<file path="src/rtl/ecc_pg_pkg.sv">
package ecc_pg_pkg;

    typedef enum logic [1:0] {
        ST_FIRST  = 2'd0,
        ST_SECOND = 2'd1,
        ST_FULL   = 2'd2,
        ST_EVAL   = 2'd3
    } ecc_state_t;

    localparam int STATUS_W = 8;
    localparam int FAIL_POS = 7;
    localparam int CORR_POS = 6;

endpackage

</file>
<file path="src/rtl/ecc_pg_accum.sv">
module ecc_pg_accum #(
    parameter int OFS_W = 8,
    parameter int BIT_W = 3,
    localparam int DW   = 1 << BIT_W,
    localparam int LPW  = 2 * OFS_W,
    localparam int PW   = LPW + 2 * BIT_W
) (
    input  logic             clk,
    input  logic             rst_n,
    input  logic             clr,
    input  logic             take,
    input  logic [OFS_W-1:0] ofs,
    input  logic [DW-1:0]    data,
    output logic [PW-1:0]    par
);

    logic          bpar;
    logic [PW-1:0] flip;

    assign bpar = ^data;

    // line parity: one pair per offset bit
    for (genvar k = 0; k < OFS_W; k++) begin : g_line
        assign flip[2*k+1] = bpar & ofs[k];
        assign flip[2*k]   = bpar & ~ofs[k];
    end

    // column parity: one pair per bit-index bit
    for (genvar j = 0; j < BIT_W; j++) begin : g_col
        logic [1:0] cpar;
        always_comb begin
            cpar = '0;
            for (int b = 0; b < DW; b++) begin
                if (((b >> j) & 1) != 0) cpar[1] = cpar[1] ^ data[b];
                else                     cpar[0] = cpar[0] ^ data[b];
            end
        end
        assign flip[LPW+2*j+1] = cpar[1];
        assign flip[LPW+2*j]   = cpar[0];
    end

    always_ff @(posedge clk or negedge rst_n) begin
        if (!rst_n)    par <= '0;
        else if (clr)  par <= '0;
        else if (take) par <= par ^ flip;
    end

    // nothing changes the parity without an accepted byte
    a_r3_hold_when_idle: assert property (@(posedge clk) disable iff (!rst_n)
        (!take && !clr) |=> $stable(par));

    // clear empties the accumulator
    a_r5_clear_empties: assert property (@(posedge clk) disable iff (!rst_n)
        clr |=> (par == '0));

endmodule

</file>
<file path="src/rtl/ecc_pg_decode.sv">
module ecc_pg_decode #(
    parameter int OFS_W = 8,
    parameter int BIT_W = 3,
    localparam int LPW  = 2 * OFS_W,
    localparam int NP   = OFS_W + BIT_W,
    localparam int PW   = 2 * NP
) (
    input  logic [PW-1:0]    calc,
    input  logic [PW-1:0]    stored,
    output logic             fail,
    output logic             corr,
    output logic [OFS_W-1:0] err_ofs,
    output logic [BIT_W-1:0] err_bit
);

    logic [PW-1:0] syn;
    logic [NP-1:0] pair_one;
    logic          any;

    assign syn = calc ^ stored;
    assign any = |syn;

    for (genvar i = 0; i < NP; i++) begin : g_pair
        assign pair_one[i] = syn[2*i] ^ syn[2*i+1];
    end

    assign corr = any & (&pair_one);
    assign fail = any & ~(&pair_one);

    for (genvar k = 0; k < OFS_W; k++) begin : g_ofs
        assign err_ofs[k] = corr & syn[2*k+1];
    end

    for (genvar j = 0; j < BIT_W; j++) begin : g_bit
        assign err_bit[j] = corr & syn[LPW+2*j+1];
    end

endmodule

</file>
<file path="src/rtl/ecc_pg_ctrl.sv">
module ecc_pg_ctrl
    import ecc_pg_pkg::*;
#(
    parameter int OFS_W = 8,
    localparam int CW   = OFS_W + 1
) (
    input  logic             clk,
    input  logic             rst_n,
    input  logic             clr,
    input  logic             acc_en,
    input  logic             din_vld,
    input  logic             go,
    output logic             take,
    output logic             half_sel,
    output logic [OFS_W-1:0] ofs,
    output logic             cap,
    output logic             load,
    output logic             in_first,
    output logic             res_valid
);

    localparam logic [OFS_W-1:0] LAST = '1;

    ecc_state_t    st, st_nx;
    logic [CW-1:0] cnt;
    logic          open_st;

    assign ofs      = cnt[OFS_W-1:0];
    assign half_sel = cnt[OFS_W];

    // outputs
    always_comb begin
        open_st  = (st == ST_FIRST) || (st == ST_SECOND);
        take     = open_st && acc_en && din_vld && !clr;
        cap      = (st != ST_EVAL) && go && !clr;
        load     = (st == ST_EVAL) && !clr;
        in_first = (st == ST_FIRST);
    end

    // next state
    always_comb begin
        st_nx = st;
        unique case (st)
            ST_FIRST:  if (cap) st_nx = ST_EVAL;
                       else if (take && ofs == LAST) st_nx = ST_SECOND;
            ST_SECOND: if (cap) st_nx = ST_EVAL;
                       else if (take && ofs == LAST) st_nx = ST_FULL;
            ST_FULL:   if (cap) st_nx = ST_EVAL;
            ST_EVAL:   st_nx = ST_FULL;
            default:   st_nx = ST_FIRST;
        endcase
        if (clr) st_nx = ST_FIRST;
    end

    // state register
    always_ff @(posedge clk or negedge rst_n) begin
        if (!rst_n) st <= ST_FIRST;
        else        st <= st_nx;
    end

    always_ff @(posedge clk or negedge rst_n) begin
        if (!rst_n)    cnt <= '0;
        else if (clr)  cnt <= '0;
        else if (take) cnt <= cnt + 1'b1;
    end

    always_ff @(posedge clk or negedge rst_n) begin
        if (!rst_n)    res_valid <= 1'b0;
        else if (clr)  res_valid <= 1'b0;
        else if (cap)  res_valid <= 1'b0;
        else if (load) res_valid <= 1'b1;
    end

    // the first state only ever addresses half 0
    a_r2_first_is_half0: assert property (@(posedge clk) disable iff (!rst_n)
        (st == ST_FIRST) |-> !half_sel);

    // a closed page keeps its byte count
    a_r4_full_count_stable: assert property (@(posedge clk) disable iff (!rst_n)
        (st == ST_FULL && !clr) |=> $stable(cnt));

    // clear restarts the sequencer
    a_r5_clear_restart: assert property (@(posedge clk) disable iff (!rst_n)
        clr |=> (cnt == '0 && st == ST_FIRST && !res_valid));

    // a result becomes valid only after the evaluation state
    a_r6_valid_after_eval: assert property (@(posedge clk) disable iff (!rst_n)
        $rose(res_valid) |-> $past(st == ST_EVAL));

    // the strobe drops validity for the next cycle
    a_r6_go_drops_valid: assert property (@(posedge clk) disable iff (!rst_n)
        cap |=> !res_valid);

endmodule

</file>
<file path="src/rtl/ecc_page_unit.sv">
module ecc_page_unit
    import ecc_pg_pkg::*;
#(
    parameter int OFS_W  = 8,
    parameter int BIT_W  = 3,
    parameter int WORD_W = 32,
    localparam int DW    = 1 << BIT_W,
    localparam int PW    = 2 * (OFS_W + BIT_W),
    localparam int CODE_W = PW + 2,
    localparam int FLD_W = STATUS_W + OFS_W,
    localparam int PAD_STAT = STATUS_W - 2 - BIT_W
) (
    input  logic              clk,
    input  logic              rst_n,
    input  logic              acc_en,
    input  logic              clear,
    input  logic              din_valid,
    input  logic [DW-1:0]     din,
    input  logic              check_go,
    input  logic [PW-1:0]     stored0,
    input  logic [PW-1:0]     stored1,
    output logic [WORD_W-1:0] code0,
    output logic [WORD_W-1:0] code1,
    output logic [WORD_W-1:0] result,
    output logic              result_valid
);

    logic             take, half_sel, cap, load, in_first;
    logic [OFS_W-1:0] ofs;
    logic [PW-1:0]    par     [2];
    logic [PW-1:0]    inv     [2];
    logic [PW-1:0]    ref_q   [2];
    logic [PW-1:0]    ref_in  [2];
    logic [1:0]       h_fail, h_corr;
    logic [OFS_W-1:0] h_ofs   [2];
    logic [BIT_W-1:0] h_bit   [2];
    logic [2*FLD_W-1:0] res_nx;

    assign ref_in[0] = stored0;
    assign ref_in[1] = stored1;

    ecc_pg_ctrl #(.OFS_W(OFS_W)) u_ctrl (
        .clk       (clk),
        .rst_n     (rst_n),
        .clr       (clear),
        .acc_en    (acc_en),
        .din_vld   (din_valid),
        .go        (check_go),
        .take      (take),
        .half_sel  (half_sel),
        .ofs       (ofs),
        .cap       (cap),
        .load      (load),
        .in_first  (in_first),
        .res_valid (result_valid)
    );

    for (genvar h = 0; h < 2; h++) begin : g_half
        ecc_pg_accum #(.OFS_W(OFS_W), .BIT_W(BIT_W)) u_acc (
            .clk   (clk),
            .rst_n (rst_n),
            .clr   (clear),
            .take  (take && (half_sel == h[0])),
            .ofs   (ofs),
            .data  (din),
            .par   (par[h])
        );

        assign inv[h] = ~par[h];

        always_ff @(posedge clk or negedge rst_n) begin
            if (!rst_n)   ref_q[h] <= '0;
            else if (cap) ref_q[h] <= ref_in[h];
        end

        ecc_pg_decode #(.OFS_W(OFS_W), .BIT_W(BIT_W)) u_dec (
            .calc    (inv[h]),
            .stored  (ref_q[h]),
            .fail    (h_fail[h]),
            .corr    (h_corr[h]),
            .err_ofs (h_ofs[h]),
            .err_bit (h_bit[h])
        );

        assign res_nx[h*FLD_W +: FLD_W] =
            {h_fail[h], h_corr[h], {PAD_STAT{1'b0}}, h_bit[h], h_ofs[h]};

        // matching codes give a clean field
        a_r8_clean_field: assert property (@(posedge clk) disable iff (!rst_n)
            (load && ref_q[h] == inv[h]) |=> (result[h*FLD_W +: FLD_W] == '0));

        // a field never claims both fail and correctable
        a_r10_flags_exclusive: assert property (@(posedge clk) disable iff (!rst_n)
            result_valid |-> !(result[h*FLD_W + OFS_W + FAIL_POS]
                             && result[h*FLD_W + OFS_W + CORR_POS]));
    end

    assign code0 = {{(WORD_W-CODE_W){1'b0}}, 2'b11, inv[0]};
    assign code1 = {{(WORD_W-CODE_W){1'b0}}, 2'b11, inv[1]};

    always_ff @(posedge clk or negedge rst_n) begin
        if (!rst_n)     result <= '0;
        else if (clear) result <= '0;
        else if (load)  result <= {{(WORD_W-2*FLD_W){1'b0}}, res_nx};
    end

    // half 1 is untouched while the first half streams
    a_r2_half1_quiet: assert property (@(posedge clk) disable iff (!rst_n)
        (in_first && !clear) |=> $stable(par[1]));

    // the result only moves on an evaluation or a clear
    a_r6_result_steady: assert property (@(posedge clk) disable iff (!rst_n)
        (!load && !clear) |=> $stable(result));

endmodule

</file>
<file path="config.mk">
export PLATFORM = sky130hd
export DESIGN_NAME = ecc_page_unit
export DESIGN_NICKNAME = d
export VERILOG_FILES = /design/src/rtl/ecc_pg_pkg.sv /design/src/rtl/ecc_pg_accum.sv /design/src/rtl/ecc_pg_decode.sv /design/src/rtl/ecc_pg_ctrl.sv /design/src/rtl/ecc_page_unit.sv
export SDC_FILE = /design/constraint.sdc
export NUM_CORES = 1
export LEC_CHECK = 0
export BUFFER_PORTS_ARGS = -buffer_cell sky130_fd_sc_hd__buf_4
export CAP_MARGIN = 40
export CORE_MARGIN = 2
export CORE_UTILIZATION = 55
export DETAILED_ROUTE_END_ITERATION = 6
export GPL_TIMING_DRIVEN = 1
export PLACE_DENSITY = 0.77
export SLEW_MARGIN = 20
export SYNTH_ARGS = -nofsm -noshare
export SYNTH_HDL_FRONTEND = slang
export SYNTH_HIERARCHICAL = 1
export SYNTH_SLANG_ARGS = --single-unit
</file>
<file path="constraint.sdc">
create_clock -name clk -period 3 [get_ports clk]
set_clock_uncertainty 0.2 [all_clocks]
set_input_delay 0.3 -clock clk [delete_from_list [all_inputs] [get_ports clk]]
set_output_delay 0.3 -clock clk [all_outputs]
set_load 0.05 [all_outputs]
</file>
# ---- After elaboration in Yosys (flattened, before gate mapping)
# Index checks and enable logic that the tools add are counted.
dict set report op_classes {
  addsub 1
  mul 0
  div_mod_pow 0
  n_lt_le_gt_ge 0
  eq_ne 8
  n_shift 0
  muxes 18
  bitwise_logic 98
  reduce_logical 23
}
# operator count
set op_table {}
lappend op_table {{$mux W22} 4}
lappend op_table {{$xor A22 B22 Y22} 4}
lappend op_table {{$mux W32} 2}
lappend op_table {{$not A22 Y22} 2}
lappend op_table {{$reduce_or A22 Y1} 2}
lappend op_table {{$and A1 B1 Y1} 42}
lappend op_table {{$xor A1 B1 Y1} 39}
lappend op_table {{$reduce_and A11 Y1} 2}
lappend op_table {{$mux W9} 2}
lappend op_table {{$mux W2} 6}
lappend op_table {{$not A1 Y1} 11}
lappend op_table {{$add A9 B1 Y9 const B} 1}
lappend op_table {{$logic_and A1 B1 Y1} 9}
lappend op_table {{$eq A8 B8 Y1 const B} 1}
lappend op_table {{$pmux W2 S4} 1}
lappend op_table {{$reduce_bool A2 Y1} 4}
lappend op_table {{$reduce_xor A8 Y1} 1}
lappend op_table {{$eq A2 B2 Y1 const B} 2}
lappend op_table {{$ne A4 B3 Y1 const B} 1}
lappend op_table {{$ne A4 B4 Y1 const B} 1}
lappend op_table {{$mux W1} 3}
lappend op_table {{$ne A3 B3 Y1 const B} 1}
lappend op_table {{$reduce_and A3 Y1} 1}
lappend op_table {{$reduce_bool A3 Y1} 1}
lappend op_table {{other kinds (5)} 5}
dict set report totals {
  register_bits 132
  latch_bits 0
  ramBits 0
  romBits 0
  in_bits 58
  output_inout_bits 97
  word_cells 156
  mem_count 0
}

# ---- Longest topological paths before layout
dict set report logic_depth {
  depth_word 10
  mapped_depth 9
  ltp_nobuf 8
}

# ---- Cells and area by module
# The synthesis kept the hierarchy.
# module instances cells_per_inst area_each_um2 seq_area_each_um2
set by_module_without_submodules {}
lappend by_module_without_submodules {ecc_page_unit 1 251 3281.9 1751.7}
lappend by_module_without_submodules {ecc_pg_accum 2 126 1162.4 550.5}
lappend by_module_without_submodules {ecc_pg_decode 2 58 546.8 0.0}
lappend by_module_without_submodules {ecc_pg_ctrl 1 63 628.1 300.3}

# ---- Worst setup path after synthesis
# OpenSTA, ideal clock, no wires.
dict set report synth_path {
  path_kind {register -> register}
  start {register u_ctrl.st[1]}
  end {register g_half[0].u_acc.par[13]}
  setup_time_ps 78
  t_arrival_ps 2046
  required_ps 2722
  slack_ps 676
  stages_incl_launch_ff 9
  path_buffers 2
  period_less_slack_ps 2324
  cell_sequence {dfrtp_1 nand3b_1 nor2_1 nor2b_1 clkbuf_1 buf_1 nand2_1 or3_1 a21oi_1}
}
dict set report synth_via {
  elab_chain_len 7
  elab_cells_between_ends 8
  classes_between {1 x eq/ne; 7 x reduce/logical}
}
# element line
set synth_rtl {}
lappend synth_rtl {{start, declared} ecc_pg_ctrl.sv:24} ;# ecc_state_t st, st_nx;
lappend synth_rtl {{start signal, assigned} ecc_pg_ctrl.sv:58} ;# else st <= st_nx;
lappend synth_rtl {{$eq A2 B1 Y1 / $logic_not A2 Y1 (equally long branches)} --}
lappend synth_rtl {{$logic_or A1 B1 Y1 (*)} ecc_pg_ctrl.sv:33} ;# open_st = (st == ST_FIRST) || (st == ST_SECOND);
lappend synth_rtl {{$logic_and A1 B1 Y1 (*) (3 in series)} ecc_pg_ctrl.sv:34} ;# take = open_st && acc_en && din_vld && !clr;
lappend synth_rtl {{via take} ecc_page_unit.sv:28} ;# logic take, half_sel, cap, load, in_first;
lappend synth_rtl {{$logic_and A1 B1 Y1 (*)} ecc_page_unit.sv:63} ;# .take (take && (half_sel == h[0])),
lappend synth_rtl {{$reduce_bool A2 Y1 (no line) (*)} --}
lappend synth_rtl {{end signal, assigned} ecc_pg_accum.sv:45} ;# else if (take) par <= par ^ flip;
lappend synth_rtl {{end, declared} ecc_pg_accum.sv:14} ;# output logic [PW-1:0] par
# Mark *: on every way through the listed nets, which the timed path passes. The rest lies on a longest branch.
# A chain may end at the register's enable or synchronous reset.

# ---- Worst setup path after layout
dict set report layout_path {
  start {register u_ctrl.st[1]}
  end {register g_half[1].u_acc.par[11]}
}
dict set report layout_via {
  elab_chain_len 7
  elab_cells_between_ends 8
  classes_between {1 x eq/ne; 7 x reduce/logical}
}
# element line
set layout_rtl {}
lappend layout_rtl {{$eq A2 B1 Y1 / $logic_not A2 Y1 (equally long branches)} --}
lappend layout_rtl {{$logic_or A1 B1 Y1 (*)} ecc_pg_ctrl.sv:33}
lappend layout_rtl {{$logic_and A1 B1 Y1 (*) (3 in series)} ecc_pg_ctrl.sv:34}
lappend layout_rtl {{via take} ecc_page_unit.sv:28}
lappend layout_rtl {{$logic_and A1 B1 Y1 (*)} ecc_page_unit.sv:63}
lappend layout_rtl {{$reduce_bool A2 Y1 (no line) (*)} --}
lappend layout_rtl {{end signal, assigned} ecc_pg_accum.sv:45}
lappend layout_rtl {{end, declared} ecc_pg_accum.sv:14}
# Marked as above.

==> results.sh <==
export IMPL_grt_pass1_wl_microns=30600
export IMPL_wl_per_cell_microns=18.3
export IMPL_regArea_sq_mm=0.00315
export IMPL_post_place_ws_ps=609
export IMPL_clk_insertion_delay_late_ps=420
export IMPL_dieArea_sq_mm=0.0143
export IMPL_wl_microns=19100
export IMPL_r2r_start="u_ctrl/st[1]"
export IMPL_holdPathEnd="u_ctrl/cnt[2]"
export IMPL_io_buffers=128
export IMPL_rows=42
export IMPL_syn_area_per_cell_sq_um=10.8
export IMPL_max_clock_path_buffers=2
export IMPL_r2r_slack_ps=530
export IMPL_cts_htree_levels=4
export IMPL_vias_per_cell=5.49
export IMPL_total_power_uw=5070
export IMPL_hold_path_class="primary input to flip-flop"
export IMPL_cts_tree="built"
export IMPL_num_antenna_cells=0
export IMPL_die_h_microns=119
export IMPL_cap_viol_max_count=0
export IMPL_die_w_microns=119
export IMPL_crit_arrival_ps=2610
export IMPL_yosys_warnings=6
export IMPL_period_needed_ps=2470
export IMPL_setup_viol=0
export IMPL_vias=5704
export IMPL_syn_area_sq_mm=0.00732
export IMPL_r2r_end="g_half[1].u_acc/par[11]"
export IMPL_grt_usage=0.277
export IMPL_overflow=0
export IMPL_cts_root_buf="clkbuf_16"
export IMPL_cp_start_kind="flip-flop"
export IMPL_setup_tns_ps=0
export IMPL_drc=0
export IMPL_fmax_ghz=0.405
export IMPL_period_share=0.823
export IMPL_worstMarginPinSlew_ps=707
export IMPL_leakagePower_uw=0.00398
export IMPL_drv_slew=0
export IMPL_multiInputGateArea_sq_mm=0.00365
export IMPL_cts_resized=0
export IMPL_crit_type="flip-flop to flip-flop"
export IMPL_outcome="finished, final reports clean"
export IMPL_n_fill_cell=923
export IMPL_ios=155
export IMPL_hold_depth=4
export IMPL_grt_pass1_vias=5697
export IMPL_antenna_left=0
export IMPL_worstSetupEndpointType="flip-flop"
export IMPL_syn2layout_area_growth_pct=27.4
export IMPL_cp_max_fo=22
export IMPL_nNetsFinal=932
export IMPL_core_area_sq_mm=0.0131
export IMPL_ir_drop_mv=0.392
export IMPL_p_per_area_mw_per_mm2=544
export IMPL_fin_util=0.710
export IMPL_dp_hpwl_microns=12800
export IMPL_dpl_cell_area_sq_mm=0.00828
export IMPL_fin_ws_ps=532
export IMPL_cp_required_ps=3140
export IMPL_drt_iter0_markers=542
export IMPL_rr_worst_depth=6
export IMPL_rsz0062_at_grt="false"
export IMPL_initial_utilization=0.558
export IMPL_drive_gt1_frac=0.277
export IMPL_first_pass_iters=5
export IMPL_grt_max_degree=51
export IMPL_syn_inst=681
export IMPL_slew_headroom=0.529
export IMPL_cts_num_sinks=126
export IMPL_cts_buffers=17
export IMPL_place_gp_congestion=0.875
export IMPL_post_route_cell_area_sq_mm=0.00933
export IMPL_path_clk_slew_ps=50
export IMPL_min_from="acc_en"
export IMPL_hold_viol=0
export IMPL_antenna_found_initial=0
worst max-delay path, stage by stage (launching register included):
cell and delay (ps):
dfrtp_1 430, nand3b_1 270, nor2_1 150, and2_1 600
nand2_1 220, or3_1 370, a21oi_1 150
per-stage QoR:
stage / std cells / hold WS [ps]
CTS: 1039 / 92.8
global route: 1039 / 133
floorplan: 705 / -196
finish: 1039 / 99.7
detailed placement: 962 / 170
global placement: 961 / 159
registers in the layout, summed over array words and instances, names as in the netlist:
name	cells
g_half.u_acc/par	44
ref_q	44
result	26
u_ctrl/cnt	9
u_ctrl/res_valid	1
u_ctrl/st	2
placed cells by master, fill, tap and decap left out, types with 5 or more instances in the layout:
cell / instances
xnor2_1: 67
ha_1: 23
dlygate4sd3_1: 46
a21oi_1: 40
nand2_1: 29
nand2b_1: 17
nor4_1: 5
nand4_1: 10
or3_1: 34
nor2_1: 45
o21ai_0: 34
xor2_1: 18
dfrtp_1: 126
inv_1: 44
nor4_2: 18
conb_1: 26
clkbuf_16: 17
mux2_4: 40
nor3_1: 5
buf_4: 138
mux2i_1: 27
how the worst max path moves through the flow:
stage | start | endpoint | cells after the start
2_1_floorplan | g_half[0].u_acc/par[3] | result[0] | 9
5_1_grt | u_ctrl/st[1] | g_half[1].u_acc/par[3] | 6
3_3_place_gp | u_ctrl/st[1] | g_half[1].u_acc/par[11] | 6
4_1_cts | u_ctrl/st[1] | g_half[1].u_acc/par[11] | 6
3_5_place_dp | u_ctrl/st[1] | g_half[1].u_acc/par[11] | 6
6_report | u_ctrl/st[1] | g_half[1].u_acc/par[11] | 6
cell type report:
| cell class | count | area share |
|---|---|---|
| inverters | 44 | 0.0177 |
| repair buffers | 186 | 0.166 |
| well taps | 176 | 0.0236 |
| multi-input cells | 476 | 0.392 |
| flip-flops and latches | 126 | 0.338 |
| clock inverters | 7 | 0.0118 |
| clock buffers | 24 | 0.0516 |
routing by layer:
layer  global-route usage  vias to the layer above  wire, microns
met5                    0                        -              0
met2                0.464                      219           9370
met3               0.0489                       40           1020
met4                0.103                        0            440
met1                0.362                     2840           8230
li1                     -                     2605              -
where the power goes:
group	total [uW]	switching [uW]	internal, uW
Combinational	1060	600	462
Sequential	1920	105	1820
Clock	2090	725	1360
Total	5070	1430	3640
what timing repair did:
action,CTS,global route
hold buffers,46,0
buffers inserted,0,0
hold endpoints to repair,95,0
Power figures use the tool's default switching activity.
